### src/rtl/pfw_pkg.sv
package pfw_pkg;
  typedef enum logic [1:0] {
    GS_OFF   = 2'd0,
    GS_HOLD  = 2'd1,
    GS_RUN   = 2'd2,
    GS_DRAIN = 2'd3
  } gate_state_e;
endpackage

### src/rtl/pfw_sync.sv
module pfw_sync #(
  parameter int STAGES = 2
) (
  input  logic clk,
  input  logic rst,
  input  logic din,
  output logic dout
);
  logic [STAGES-1:0] chain_q;

  always_ff @(posedge clk) begin
    if (rst) chain_q <= '0;
    else     chain_q <= {chain_q[STAGES-2:0], din};
  end

  assign dout = chain_q[STAGES-1];
endmodule

### src/rtl/pfw_guard.sv
module pfw_guard
  import pfw_pkg::*;
#(
  parameter int TIMEOUT_CYCLES = 15000,
  parameter int HOLD_CYCLES    = 256
) (
  input  logic clk,
  input  logic rst,
  input  logic pwr_ok_s,
  input  logic ce_n,
  input  logic acc_live,
  output logic start_ok,
  output logic hold_ok,
  output logic sys_rst_n
);
  localparam int LIMIT = (TIMEOUT_CYCLES > HOLD_CYCLES) ? TIMEOUT_CYCLES : HOLD_CYCLES;
  localparam int CW    = $clog2(LIMIT + 1);
  localparam logic [CW-1:0] TO_LAST   = CW'(TIMEOUT_CYCLES - 1);
  localparam logic [CW-1:0] HOLD_LAST = CW'(HOLD_CYCLES - 1);

  gate_state_e state_q, state_d;
  logic [CW-1:0] cnt_q, cnt_d;
  logic rst_n_q;

  always_comb begin
    state_d = state_q;
    cnt_d   = cnt_q + CW'(1);
    case (state_q)
      GS_OFF: begin
        cnt_d = '0;
        if (pwr_ok_s) state_d = GS_HOLD;
      end
      GS_HOLD: begin
        if (!pwr_ok_s) begin
          state_d = GS_OFF;
          cnt_d   = '0;
        end else if (cnt_q == HOLD_LAST) begin
          state_d = GS_RUN;
          cnt_d   = '0;
        end
      end
      GS_RUN: begin
        cnt_d = '0;
        if (!pwr_ok_s) state_d = (acc_live && !ce_n) ? GS_DRAIN : GS_OFF;
      end
      GS_DRAIN: begin
        if (ce_n || cnt_q == TO_LAST) begin
          state_d = GS_OFF;
          cnt_d   = '0;
        end
      end
      default: begin
        state_d = GS_OFF;
        cnt_d   = '0;
      end
    endcase
  end

  always_ff @(posedge clk) begin
    if (rst) begin
      state_q <= GS_OFF;
      cnt_q   <= '0;
      rst_n_q <= 1'b0;
    end else begin
      state_q <= state_d;
      cnt_q   <= cnt_d;
      rst_n_q <= (state_d == GS_RUN);
    end
  end

  assign start_ok  = (state_q == GS_RUN) && pwr_ok_s;
  assign hold_ok   = (state_q == GS_RUN) || (state_q == GS_DRAIN);
  assign sys_rst_n = rst_n_q;
endmodule

### src/rtl/pfw_bank_decode.sv
module pfw_bank_decode #(
  parameter int BANKS = 2,
  localparam int BW   = (BANKS > 1) ? $clog2(BANKS) : 1
) (
  input  logic             clk,
  input  logic             rst,
  input  logic             ce_n,
  input  logic [BW-1:0]    bank_sel,
  input  logic             start_ok,
  input  logic             hold_ok,
  output logic             acc_live,
  output logic [BANKS-1:0] bank_ce_n
);
  logic          ce_d_q;
  logic [BW-1:0] bank_q;
  logic [BW-1:0] bank_eff;
  logic          acc_q, acc_d, fall;

  assign fall     = !ce_n && ce_d_q;
  assign bank_eff = fall ? bank_sel : bank_q;
  assign acc_d    = !ce_n && (fall ? start_ok : (acc_q && hold_ok));

  always_ff @(posedge clk) begin
    if (rst) begin
      ce_d_q <= 1'b1;
      bank_q <= '0;
      acc_q  <= 1'b0;
    end else begin
      ce_d_q <= ce_n;
      acc_q  <= acc_d;
      if (fall) bank_q <= bank_sel;
    end
  end

  for (genvar b = 0; b < BANKS; b++) begin : g_bank
    always_ff @(posedge clk) begin
      if (rst) bank_ce_n[b] <= 1'b1;
      else     bank_ce_n[b] <= !(acc_d && (bank_eff == BW'(b)));
    end
  end

  assign acc_live = acc_q;
endmodule

### src/rtl/pfw_ce_gate.sv
module pfw_ce_gate #(
  parameter int CLK_MHZ        = 100,
  parameter int TIMEOUT_CYCLES = 150 * CLK_MHZ,
  parameter int HOLD_CYCLES    = 256,
  parameter int SYNC_STAGES    = 2
) (
  input  logic clk,
  input  logic rst,
  input  logic pwr_ok,
  input  logic ce_n,
  input  logic bank_sel,
  output logic ce1_n,
  output logic ce2_n,
  output logic sys_rst_n
);
  logic       pwr_ok_s;
  logic       start_ok, hold_ok, acc_live;
  logic [1:0] bank_ce_n;

  pfw_sync #(.STAGES(SYNC_STAGES)) sync_i (
    .clk(clk), .rst(rst), .din(pwr_ok), .dout(pwr_ok_s)
  );

  pfw_guard #(.TIMEOUT_CYCLES(TIMEOUT_CYCLES), .HOLD_CYCLES(HOLD_CYCLES)) guard_i (
    .clk(clk), .rst(rst), .pwr_ok_s(pwr_ok_s), .ce_n(ce_n), .acc_live(acc_live),
    .start_ok(start_ok), .hold_ok(hold_ok), .sys_rst_n(sys_rst_n)
  );

  pfw_bank_decode #(.BANKS(2)) dec_i (
    .clk(clk), .rst(rst), .ce_n(ce_n), .bank_sel(bank_sel),
    .start_ok(start_ok), .hold_ok(hold_ok), .acc_live(acc_live), .bank_ce_n(bank_ce_n)
  );

  assign ce1_n = bank_ce_n[0];
  assign ce2_n = bank_ce_n[1];
endmodule

### config.mk
export PLATFORM = sky130hd
export DESIGN_NAME = pfw_ce_gate
export DESIGN_NICKNAME = d
export VERILOG_FILES = /design/src/rtl/pfw_pkg.sv /design/src/rtl/pfw_sync.sv /design/src/rtl/pfw_guard.sv /design/src/rtl/pfw_bank_decode.sv /design/src/rtl/pfw_ce_gate.sv
export SDC_FILE = /design/constraint.sdc
export NUM_CORES = 1
export LEC_CHECK = 0
export BUFFER_PORTS_ARGS = -buffer_cell sky130_fd_sc_hd__clkbuf_2
export CAP_MARGIN = 15
export CELL_PAD_IN_SITES_DETAIL_PLACEMENT = 1
export CELL_PAD_IN_SITES_GLOBAL_PLACEMENT = 1
export CORE_MARGIN = 2
export CORE_UTILIZATION = 44
export CTS_CLUSTER_DIAMETER = 40
export DETAILED_ROUTE_END_ITERATION = 12
export PLACE_DENSITY_LB_ADDON = 0.05
export SETUP_SLACK_MARGIN = 0.02
export SKIP_CTS_REPAIR_TIMING = 1
export SLEW_MARGIN = 20
export SYNTH_ARGS = -nofsm -noshare
export SYNTH_HDL_FRONTEND = slang
export SYNTH_HIERARCHICAL = 1
export SYNTH_SLANG_ARGS = --single-unit
export TNS_END_PERCENT = 50
### constraint.sdc
create_clock -name clk -period 2.1 [get_ports clk]
set_input_delay 0.105 -clock clk [delete_from_list [all_inputs] [get_ports clk]]
set_output_delay 0.105 -clock clk [all_outputs]
set_load 0.005 [all_outputs]
==> results of run 1 <==
## state kept, by name (all words and copies together), names as in the netlist
register / cells
guard_i/cnt_q: 14
dec_i/bank_ce_n: 2
guard_i/state_q: 2
sync_i/chain_q: 2
dec_i/acc_live: 1
dec_i/bank_q: 1
dec_i/ce_d_q: 1
guard_i/sys_rst_n: 1
## final timing paths
check / from / to / slack, ns / cells past startpoint
min: pwr_ok / sync_i/chain_q[0] / -0.01 / 2
max reg2reg: guard_i/cnt_q[0] / guard_i/cnt_q[3] / 0.41 / 6
max: guard_i/cnt_q[0] / guard_i/cnt_q[3] / 0.41 / 6
min reg2reg: sync_i/chain_q[0] / sync_i/chain_q[1] / 0.46 / 1
## cell families (layout without fill, tap and decap cells)
logic type | count (synthesis) | in the layout | share of synthesized area
compound gates | 8 | 8 | 0.05179
xor+xnor | 12 | 12 | 0.09666
fa+ha+maj | 1 | 1 | 0.01151
buf+inv | 5 | 14 | 0.03222
flops | 24 | 24 | 0.4419
mux | 2 | 2 | 0.01841
simple gates | 59 | 59 | 0.3475
## power by group through the flow
stage	combinational (mW)	clock, mW	sequential [mW]
finish	0.0195	0.334	0.463
global route	0.0220	0.362	0.464
CTS	0.0200	0.346	0.464
detailed placement	0.0198	0	0.474
global placement	0.0196	0	0.473
floorplan	0.0126	0	0.473
## placed cells by master (no fill, tap or decap), types with 4 or more instances in the layout
cell type / Yosys / routed
sky130_fd_sc_hd__clkbuf_2: 0 / 7
sky130_fd_sc_hd__dfxtp_1: 24 / 24
sky130_fd_sc_hd__nand2_1: 5 / 5
sky130_fd_sc_hd__nand2b_1: 4 / 4
sky130_fd_sc_hd__nand3b_1: 5 / 5
sky130_fd_sc_hd__nor2_1: 11 / 11
sky130_fd_sc_hd__nor2_2: 10 / 10
sky130_fd_sc_hd__xnor2_1: 7 / 7
sky130_fd_sc_hd__xor2_1: 5 / 5
## worst max-delay path, delay by kind of cell (launching register included)
family          cells  cell delay, ns
fa+ha+maj           1            0.23
compound gates      1            0.10
flops               1            0.40
simple gates        4            0.86
## final cells by class
class                           count  share of cell area
Multi-Input combinational cell     82              0.4811
Sequential cell                    24              0.4042
Tap cell                           30             0.03158
Timing Repair Buffer                7             0.02947
Clock inverter                      1             0.02526
Clock buffer                        3             0.01895
Inverter                            3            0.009474
## Yosys cell counts, types with 2 or more instances
library cell,number
sky130_fd_sc_hd__nor2b_1,3
sky130_fd_sc_hd__nand3b_1,5
sky130_fd_sc_hd__dfxtp_1,24
sky130_fd_sc_hd__nand3_1,3
sky130_fd_sc_hd__xnor2_1,7
sky130_fd_sc_hd__inv_1,3
sky130_fd_sc_hd__nand4bb_1,2
sky130_fd_sc_hd__nor2_1,11
sky130_fd_sc_hd__o21ai_0,2
sky130_fd_sc_hd__mux2i_1,2
sky130_fd_sc_hd__xor2_1,5
sky130_fd_sc_hd__nor4_1,2
sky130_fd_sc_hd__nand2b_1,4
sky130_fd_sc_hd__a21oi_1,2
sky130_fd_sc_hd__nand2_1,5
sky130_fd_sc_hd__nor2_2,10
## layer usage
layer,vias up,part of all wire,global-route usage
met5,-,0,0
li1,391,-,-
met3,2,0.036,0.06389
met2,10,0.49,0.2744
met1,366,0.47,0.1873
met4,0,0.010,0.05556
## metrics by stage
stage	hold WS [ns]	area (um^2)	worst slack (ns)	total power [mW]
global route	0.003837	1189	0.2744	0.8483
finish	-0.01217	1189	0.4104	0.8172
global placement	0.3134	1136	0.4934	0.4930
floorplan	0.1766	1087	0.5767	0.4851
CTS	-0.02301	1189	0.3875	0.8297
detailed placement	0.3267	1136	0.4110	0.4934
==> impl_metrics.env, run 1 <==
export IMPL_syn_area_um2=1087
export IMPL_final_max_slew_violation_count=0
export IMPL_cp_arrival_ns=1.90
export IMPL_core_region_area_um2=2410
export IMPL_min_path_type="primary input to flop"
export IMPL_initial_core_util=0.4512
export IMPL_timing_hold_violations_final=1
export IMPL_maximum_number_of_pins_on_one_net_before_global_route_repair=15
export IMPL_crit_slowest_cell="sky130_fd_sc_hd__dfxtp_1"
export IMPL_post_route_util=0.4933
export IMPL_route_antenna_remaining_nets=0
export IMPL_cp_required_ns=2.31
export IMPL_routed_wl_um=1966
export IMPL_yosys_area_top_type_share=0.4419
export IMPL_ys_seq_elements=24
export IMPL_finalCritPeriodShare=0.8046
export IMPL_detailedRoute_firstIterationViolations=10
export IMPL_path_clk_slew_ns=0.14
export IMPL_detail_route_first_pass_iterations=4
export IMPL_net_switching_power_mw=0.1529
export IMPL_netSwitchingFraction=0.1871
export IMPL_timing_slew_headroom=0.7809
export IMPL_fin_nets=127
export IMPL_design_portCount=8
export IMPL_cts_buffers=3
export IMPL_timing_critical_path_to_type="flop"
export IMPL_vias=769
export IMPL_multi_input_area_um2=571.8
export IMPL_post_layout_nonfiller_instances=150
export IMPL_cts_sinks=24
export IMPL_critical_path_startpoint_type="flop"
export IMPL_setup_tns_final_ns=0
export IMPL_htreeDepth=1
export IMPL_timing_final_setup_violations=0
export IMPL_synth_avg_cell_area_um2=9.795
export IMPL_cts_root_buffer_cell="sky130_fd_sc_hd__clkbuf_4"
export IMPL_critical_path_max_stage_delay_ns=0.40
export IMPL_global_route_wire_length_before_repair_um=3332
export IMPL_run_status="finished with violations"
export IMPL_worst_skew_pair_late_latency_ns=0.32
export IMPL_drc_errors=0
export IMPL_final_min_clock_period_ns=1.690
export IMPL_die_h_um=53.71
export IMPL_layout_area_overhead_vs_synth_pct=9.321
export IMPL_seq_power_share=0.567
export IMPL_n_antenna_cell=0
export IMPL_vias_per_cell=5.127
export IMPL_grt_antenna_before_repair=0
export IMPL_rsz0062_at_grt="false"
export IMPL_yosys_most_used_dff="sky130_fd_sc_hd__dfxtp_1"
export IMPL_floorplan_die_area_um2=2885
export IMPL_power_combinational_fraction=0.024
export IMPL_max_cap_viol_count=0
export IMPL_ff_latch_area_um2=480.5
export IMPL_synthCells=111
export IMPL_worst_clock_skew_ns=0.01249
export IMPL_clock_tree_buffer_depth=2
export IMPL_fillerInstances=286
export IMPL_synthesis_yosys_warnings=6
export IMPL_synth_cell_type_count=37
export IMPL_max_vdd_ir_drop_v=0.0004567
export IMPL_timing_fmax_ghz=0.5919
export IMPL_first_global_vias=759
export IMPL_die_width_um=53.71
export IMPL_worstPathMaxFanout=14
export IMPL_yosys_area_top_type="sky130_fd_sc_hd__dfxtp_1"
export IMPL_failed_checks="hold timing"
export IMPL_routed_len_inst_um=13.11
export IMPL_actual_slew_at_the_worst_max_slew_pin_ns=0.3257
export IMPL_crit_path_cell_trace="ha_1, nand3_1, and4bb_1, o22ai_2, nand2b_4, nor2_1"
export IMPL_p_int_mw=0.6643
export IMPL_leftover_overflow_at_the_end_of_global_routing=0
export IMPL_cts_tree="built"
export IMPL_static_leakage_power_nw=0.3969
export IMPL_synth_top_cells_by_area="sky130_fd_sc_hd__dfxtp_1, sky130_fd_sc_hd__nor2_2, sky130_fd_sc_hd__xnor2_1"
export IMPL_p_per_area_nw_per_um2=687.5
export IMPL_row_count=18
export IMPL_timing_worst_setup_path_type="flop to flop"
export IMPL_clkPwrFrac=0.409
export IMPL_layout_drive_gt1_share=0.2417
export IMPL_detailed_place_hpwl_um=1464
export IMPL_syn_num_nets=117
export IMPL_asyncSetResetFlopFracSynth=0
export IMPL_synth_sequential_area_ratio=0.4419
export IMPL_grtUsageTotal=0.1632
export IMPL_holdWs_ns=-0.01217
export IMPL_placer_congestion_estimate=0.7422
export IMPL_dp_cells=146
export IMPL_numPortBuffers=7
export IMPL_number_of_synthesized_flops_with_an_enable_pin=0
Note: power is estimated with default switching activity, not from simulation.
==> inputs of run 2 (changes only) <==
==> constraint.sdc (replaced) <==
create_clock -name clk -period 1.8 [get_ports clk]
set_input_delay 0.09 -clock clk [delete_from_list [all_inputs] [get_ports clk]]
set_output_delay 0.09 -clock clk [all_outputs]
set_load 0.005 [all_outputs]
==> run 2 against run 1 <==
The run now ends clean. Clock skew down 0.011 ns. Non-clock buffer count grew 2. Total power grew 2.7%. Cell area grew 0.84%. Final cell count rose by 1.3%. Via count decreased by 0.65%. Global-route usage decreased by 0.62 points. Die area unchanged. Setup slack lost 0.18 ns.
==> impl_metrics.env, run 2 (synthesis results as in run 1) <==
export IMPL_worst_skew_pair_late_latency_ns=0.30
export IMPL_layout_area_overhead_vs_synth_pct=10.24
export IMPL_post_layout_nonfiller_instances=152
export IMPL_worstPathMaxFanout=4
export IMPL_holdWs_ns=0.03243
export IMPL_leftover_overflow_at_the_end_of_global_routing=0
export IMPL_path_clk_slew_ns=0.12
export IMPL_timing_slew_headroom=0.8022
export IMPL_finalCritPeriodShare=0.8717
export IMPL_detailed_place_hpwl_um=1455
export IMPL_final_max_slew_violation_count=0
export IMPL_fin_area_um2=1199
export IMPL_static_leakage_power_nw=0.4151
export IMPL_rsz0062_at_grt="false"
export IMPL_cp_required_ns=2.04
export IMPL_worst_r2r_path_depth=6
export IMPL_timing_worst_setup_path_type="flop to flop"
export IMPL_placement_cell_area_um2=1144
export IMPL_p_per_area_nw_per_um2=700.2
export IMPL_post_route_util=0.4974
export IMPL_first_global_vias=732
export IMPL_critical_path_startpoint_type="flop"
export IMPL_drc_errors=0
export IMPL_number_of_flip_flops_under_the_largest_register_name=14
export IMPL_fin_nets=129
export IMPL_layout_common_cells="sky130_fd_sc_hd__dfxtp_1, sky130_fd_sc_hd__nor2_1, sky130_fd_sc_hd__nor2_2"
export IMPL_critical_path_max_stage_delay_ns=0.41
export IMPL_htreeDepth=1
export IMPL_worst_clock_skew_ns=0.001620
export IMPL_timing_hold_violations_final=0
export IMPL_vias_per_cell=5.026
export IMPL_final_min_clock_period_ns=1.569
export IMPL_design_portCount=8
export IMPL_hold_depth=3
export IMPL_row_count=18
export IMPL_timing_fmax_ghz=0.6373
export IMPL_max_vdd_ir_drop_v=0.0003993
export IMPL_actual_slew_at_the_worst_max_slew_pin_ns=0.2940
export IMPL_cts_sinks=24
export IMPL_detail_route_first_pass_iterations=2
export IMPL_multi_input_area_um2=580.6
export IMPL_cts_buffers=3
export IMPL_cp_arrival_ns=1.81
export IMPL_placer_congestion_estimate=0.7661
export IMPL_crit_path_cell_trace="ha_1, nand3_1, and4bb_1, nand2b_1, or2_1, a21oi_1"
export IMPL_cts_root_buffer_cell="sky130_fd_sc_hd__clkbuf_4"
export IMPL_n_antenna_cell=0
export IMPL_floorplan_die_area_um2=2885
export IMPL_core_region_area_um2=2410
export IMPL_setup_tns_final_ns=0
export IMPL_initial_core_util=0.4512
export IMPL_global_route_wire_length_before_repair_um=3215
export IMPL_grt_antenna_before_repair=0
export IMPL_die_h_um=53.71
export IMPL_cts_tree="built"
export IMPL_grtUsageTotal=0.1570
export IMPL_dp_cells=147
export IMPL_timing_final_setup_violations=0
export IMPL_timing_critical_path_to_type="flop"
export IMPL_routed_len_inst_um=12.36
export IMPL_most_common_library_cell_in_the_layout_ignoring_fill_and_taps="sky130_fd_sc_hd__dfxtp_1"
export IMPL_detailedRoute_firstIterationViolations=8
export IMPL_run_status="finished, final reports clean"
export IMPL_ff_latch_area_um2=480.5
export IMPL_numPortBuffers=7
export IMPL_fillerInstances=285
export IMPL_route_antenna_remaining_nets=0
export IMPL_max_cap_viol_count=0
export IMPL_maximum_number_of_pins_on_one_net_before_global_route_repair=15
export IMPL_min_path_type="primary input to flop"
export IMPL_layout_drive_gt1_share=0.2459
export IMPL_die_width_um=53.71
export IMPL_top_register="guard_i/cnt_q"
export IMPL_crit_slowest_cell="sky130_fd_sc_hd__dfxtp_1"
export IMPL_vias=764
export IMPL_clock_tree_buffer_depth=2
export IMPL_routed_wl_um=1879
[run 2: cell count changes in the layout (fill, tap and decap cells not counted)]
cell	before	now
sky130_fd_sc_hd__buf_4	0	1
sky130_fd_sc_hd__bufinv_16	1	0
sky130_fd_sc_hd__clkbuf_8	0	1
sky130_fd_sc_hd__dlygate4sd3_1	0	1
sky130_fd_sc_hd__nor4_2	1	0
sky130_fd_sc_hd__nor4_4	0	1
[run 2: cell type report]
| cell class | count | area share |
|---|---|---|
| Clock buffer | 4 | 0.03027 |
| Inverter | 3 | 0.009395 |
| Multi-Input combinational cell | 82 | 0.4843 |
| Sequential cell | 24 | 0.4008 |
| Tap cell | 30 | 0.03132 |
| Timing Repair Buffer | 9 | 0.04384 |
[run 2: worst paths after layout]
path                                           end  slack, ns              start
worst max-delay path             guard_i/sys_rst_n       0.23   guard_i/cnt_q[0]
worst min-delay path            dec_i/bank_ce_n[0]       0.03           bank_sel
worst max register to register   guard_i/sys_rst_n       0.23   guard_i/cnt_q[0]
worst min register to register   sync_i/chain_q[1]       0.45  sync_i/chain_q[0]
[run 2: metal layers]
layer | vias to the layer above | part of all wire | GRT usage
met1 | 360 | 0.47 | 0.1962
met4 | 0 | 0.0064 | 0.06410
li1 | 397 | - | -
met3 | 2 | 0.023 | 0.02500
met5 | - | 0 | 0
met2 | 5 | 0.50 | 0.2663
[run 2: report_power, final]
part           leakage, nW  internal, mW  switching (mW)  total, mW
combinational        0.200        0.0147         0.00976     0.0244
sequential           0.194         0.536         0.00413      0.541
clock               0.0210         0.123           0.151      0.274
[run 2: critical path, delay by kind of cell (launching register included)]
kind,cells,cell delay (ns)
flops,1,0.41
simple gates,4,0.72
fa+ha+maj,1,0.23
compound gates,1,0.15
[run 2: through the flow]
stage | setup slack (ns) | power, mW
final | 0.2309 | 0.8393
after global routing | 0.04187 | 0.8869
after CTS | 0.1655 | 0.8567
after detailed placement | 0.1903 | 0.5758
after global placement | 0.2297 | 0.5750
after floorplan | 0.2767 | 0.5659
==> inputs of run 3 (changes only) <==
--- a/config.mk
+++ b/config.mk
@@ -13,6 +13,7 @@
 export CORE_UTILIZATION = 44
 export CTS_CLUSTER_DIAMETER = 40
 export DETAILED_ROUTE_END_ITERATION = 12
+export HOLD_SLACK_MARGIN = 0.08
 export PLACE_DENSITY_LB_ADDON = 0.05
 export SETUP_SLACK_MARGIN = 0.02
 export SKIP_CTS_REPAIR_TIMING = 1
==> run 3 against run 2 <==
Fmax is essentially flat. Combinational power grew 29%. Setup slack is essentially flat. Final cell count grew 2.6%. Utilization grew 1.7 points. Sequential power is essentially flat. Die area is the same. Clock skew is essentially flat. Critical path type unchanged.
==> impl_metrics.env, run 3 (synthesis results as in run 1) <==
export IMPL_cp_required_ns=2.04
export IMPL_row_count=18
export IMPL_worstPathMaxFanout=4
export IMPL_r2r_end="guard_i/sys_rst_n"
export IMPL_worst_r2r_path_depth=6
export IMPL_grtUsageTotal=0.1570
export IMPL_layout_common_cells="sky130_fd_sc_hd__dfxtp_1, sky130_fd_sc_hd__nor2_1, sky130_fd_sc_hd__nor2_2"
export IMPL_grt_antenna_before_repair=0
export IMPL_preCtsSetupSlack_ns=0.1903
export IMPL_crit_slowest_cell="sky130_fd_sc_hd__dfxtp_1"
export IMPL_routed_wl_um=1924
export IMPL_first_global_vias=732
export IMPL_setup_tns_final_ns=0
export IMPL_clkPwrFrac=0.324
export IMPL_floorplan_die_area_um2=2885
export IMPL_worst_skew_pair_late_latency_ns=0.30
export IMPL_layout_area_overhead_vs_synth_pct=13.92
export IMPL_critical_path_max_stage_delay_ns=0.41
export IMPL_vias_per_cell=4.994
export IMPL_cp_arrival_ns=1.81
export IMPL_route_antenna_remaining_nets=0
export IMPL_run_status="finished, final reports clean"
export IMPL_clock_tree_buffer_depth=2
export IMPL_cpLargestDelayFamily="simple AND/OR/NAND/NOR gates"
export IMPL_timing_critical_path_to_type="flop"
export IMPL_worstReg2RegStart="guard_i/cnt_q[0]"
export IMPL_critical_path_startpoint_type="flop"
export IMPL_cp_depth=6
export IMPL_fillerInstances=285
export IMPL_crit_path_cell_trace="ha_1, nand3_1, and4bb_1, nand2b_1, or2_1, a21oi_1"
export IMPL_max_cap_viol_count=0
export IMPL_layout_drive_gt1_share=0.2381
export IMPL_layer_carrying_the_most_global_route_usage="met2"
export IMPL_worstSetupEndpoint="guard_i/sys_rst_n"
export IMPL_global_route_wire_length_before_repair_um=3215
export IMPL_detail_route_first_pass_iterations=2
export IMPL_die_width_um=53.71
export IMPL_final_max_slew_violation_count=0
export IMPL_detailedRoute_firstIterationViolations=8
export IMPL_cts_root_buffer_cell="sky130_fd_sc_hd__clkbuf_4"
export IMPL_drc_errors=0
export IMPL_crit_start="guard_i/cnt_q[0]"
export IMPL_vias=779
export IMPL_global_routing_usage_on_met2=0.2663
export IMPL_actual_slew_at_the_worst_max_slew_pin_ns=0.2940
export IMPL_cts_tree="built"
export IMPL_routed_len_inst_um=12.33
export IMPL_n_antenna_cell=0
export IMPL_number_of_flip_flops_under_the_largest_register_name=14
export IMPL_cts_sinks=24
export IMPL_leftover_overflow_at_the_end_of_global_routing=0
export IMPL_finalPower_mw=0.8464
export IMPL_rsz0062_at_grt="false"
export IMPL_cts_buffers=3
export IMPL_die_h_um=53.71
export IMPL_setup_slack_ns=0.2314
export IMPL_grt_use_met3=0.02500
export IMPL_core_region_area_um2=2410
export IMPL_netSwitchingFraction=0.1966
export IMPL_worst_r2r_setup_slack_ns=0.23
export IMPL_design_portCount=8
export IMPL_max_vdd_ir_drop_v=0.0004002
export IMPL_timing_slew_headroom=0.8022
export IMPL_worst_clock_skew_ns=0.001830
export IMPL_numPortBuffers=7
export IMPL_net_switching_power_mw=0.1664
export IMPL_fin_nets=133
export IMPL_timing_fmax_ghz=0.6375
export IMPL_crit_buf_inv=0
export IMPL_timing_worst_setup_path_type="flop to flop"
export IMPL_p_int_mw=0.6800
export IMPL_path_clk_slew_ns=0.12
export IMPL_post_route_util=0.5140
export IMPL_finalCritPeriodShare=0.8715
export IMPL_initial_core_util=0.4512
export IMPL_timing_final_setup_violations=0
export IMPL_maximum_number_of_pins_on_one_net_before_global_route_repair=15
export IMPL_most_common_library_cell_in_the_layout_ignoring_fill_and_taps="sky130_fd_sc_hd__dfxtp_1"
export IMPL_min_path_type="flop to flop"
export IMPL_detailed_place_hpwl_um=1455
export IMPL_final_min_clock_period_ns=1.569
export IMPL_top_register="guard_i/cnt_q"
export IMPL_seq_power_share=0.639
export IMPL_htreeDepth=1
export IMPL_p_per_area_nw_per_um2=683.3
export IMPL_static_leakage_power_nw=0.4332
export IMPL_use_met1=0.1962
export IMPL_placer_congestion_estimate=0.7661
export IMPL_timing_hold_violations_final=0
export IMPL_power_combinational_fraction=0.037
## run 3: cell types whose count changed in the layout (fill, tap and decap cells not counted)
| cell | before | now |
|---|---|---|
| sky130_fd_sc_hd__dlygate4sd3_1 | 1 | 5 |
## run 3: worst min-delay path by stage
stage | startpoint | end | slack, ns | cells after the start
floorplan | rst | sync_i/chain_q[0] | 0.16 | 1
global placement | pwr_ok | sync_i/chain_q[0] | 0.30 | 2
detailed placement | pwr_ok | sync_i/chain_q[0] | 0.31 | 2
CTS | pwr_ok | sync_i/chain_q[0] | -0.02 | 2
global route | sync_i/chain_q[0] | sync_i/chain_q[1] | 0.47 | 1
finish | sync_i/chain_q[0] | sync_i/chain_q[1] | 0.45 | 1
## run 3: final cells by class
type	instances	area, um^2	area share
inverters	3	11.26	0.009091
well taps	30	37.54	0.03030
flip-flops and latches	24	480.5	0.3879
multi-input cells	82	580.6	0.4687
repair buffers	13	92.59	0.07475
clock buffers	4	36.28	0.02929
## run 3: through the flow
step / hold WS (ns) / area [um^2] / std cells
final: 0.4532 / 1239 / 156
after detailed placement: 0.3102 / 1144 / 147
after CTS: -0.02180 / 1180 / 151
after floorplan: 0.1616 / 1087 / 111
after global placement: 0.2970 / 1144 / 147
after global routing: 0.4724 / 1239 / 156
## run 3: metal layers
| layer | wire [um] | part of all wire | up-vias |
|---|---|---|---|
| met5 | 0 | 0 | - |
| met1 | 894 | 0.46 | 367 |
| met2 | 974 | 0.51 | 5 |
| met3 | 42 | 0.022 | 2 |
| met4 | 12 | 0.0062 | 0 |
| li1 | - | - | 405 |
## run 3: power by group through the flow
stage               sequential (mW)  clock [mW]  combinational [mW]
floorplan                     0.551           0              0.0147
detailed placement            0.553           0              0.0232
global placement              0.552           0              0.0228
CTS                           0.541       0.292              0.0233
global route                  0.542       0.318              0.0351
finish                        0.541       0.274              0.0314
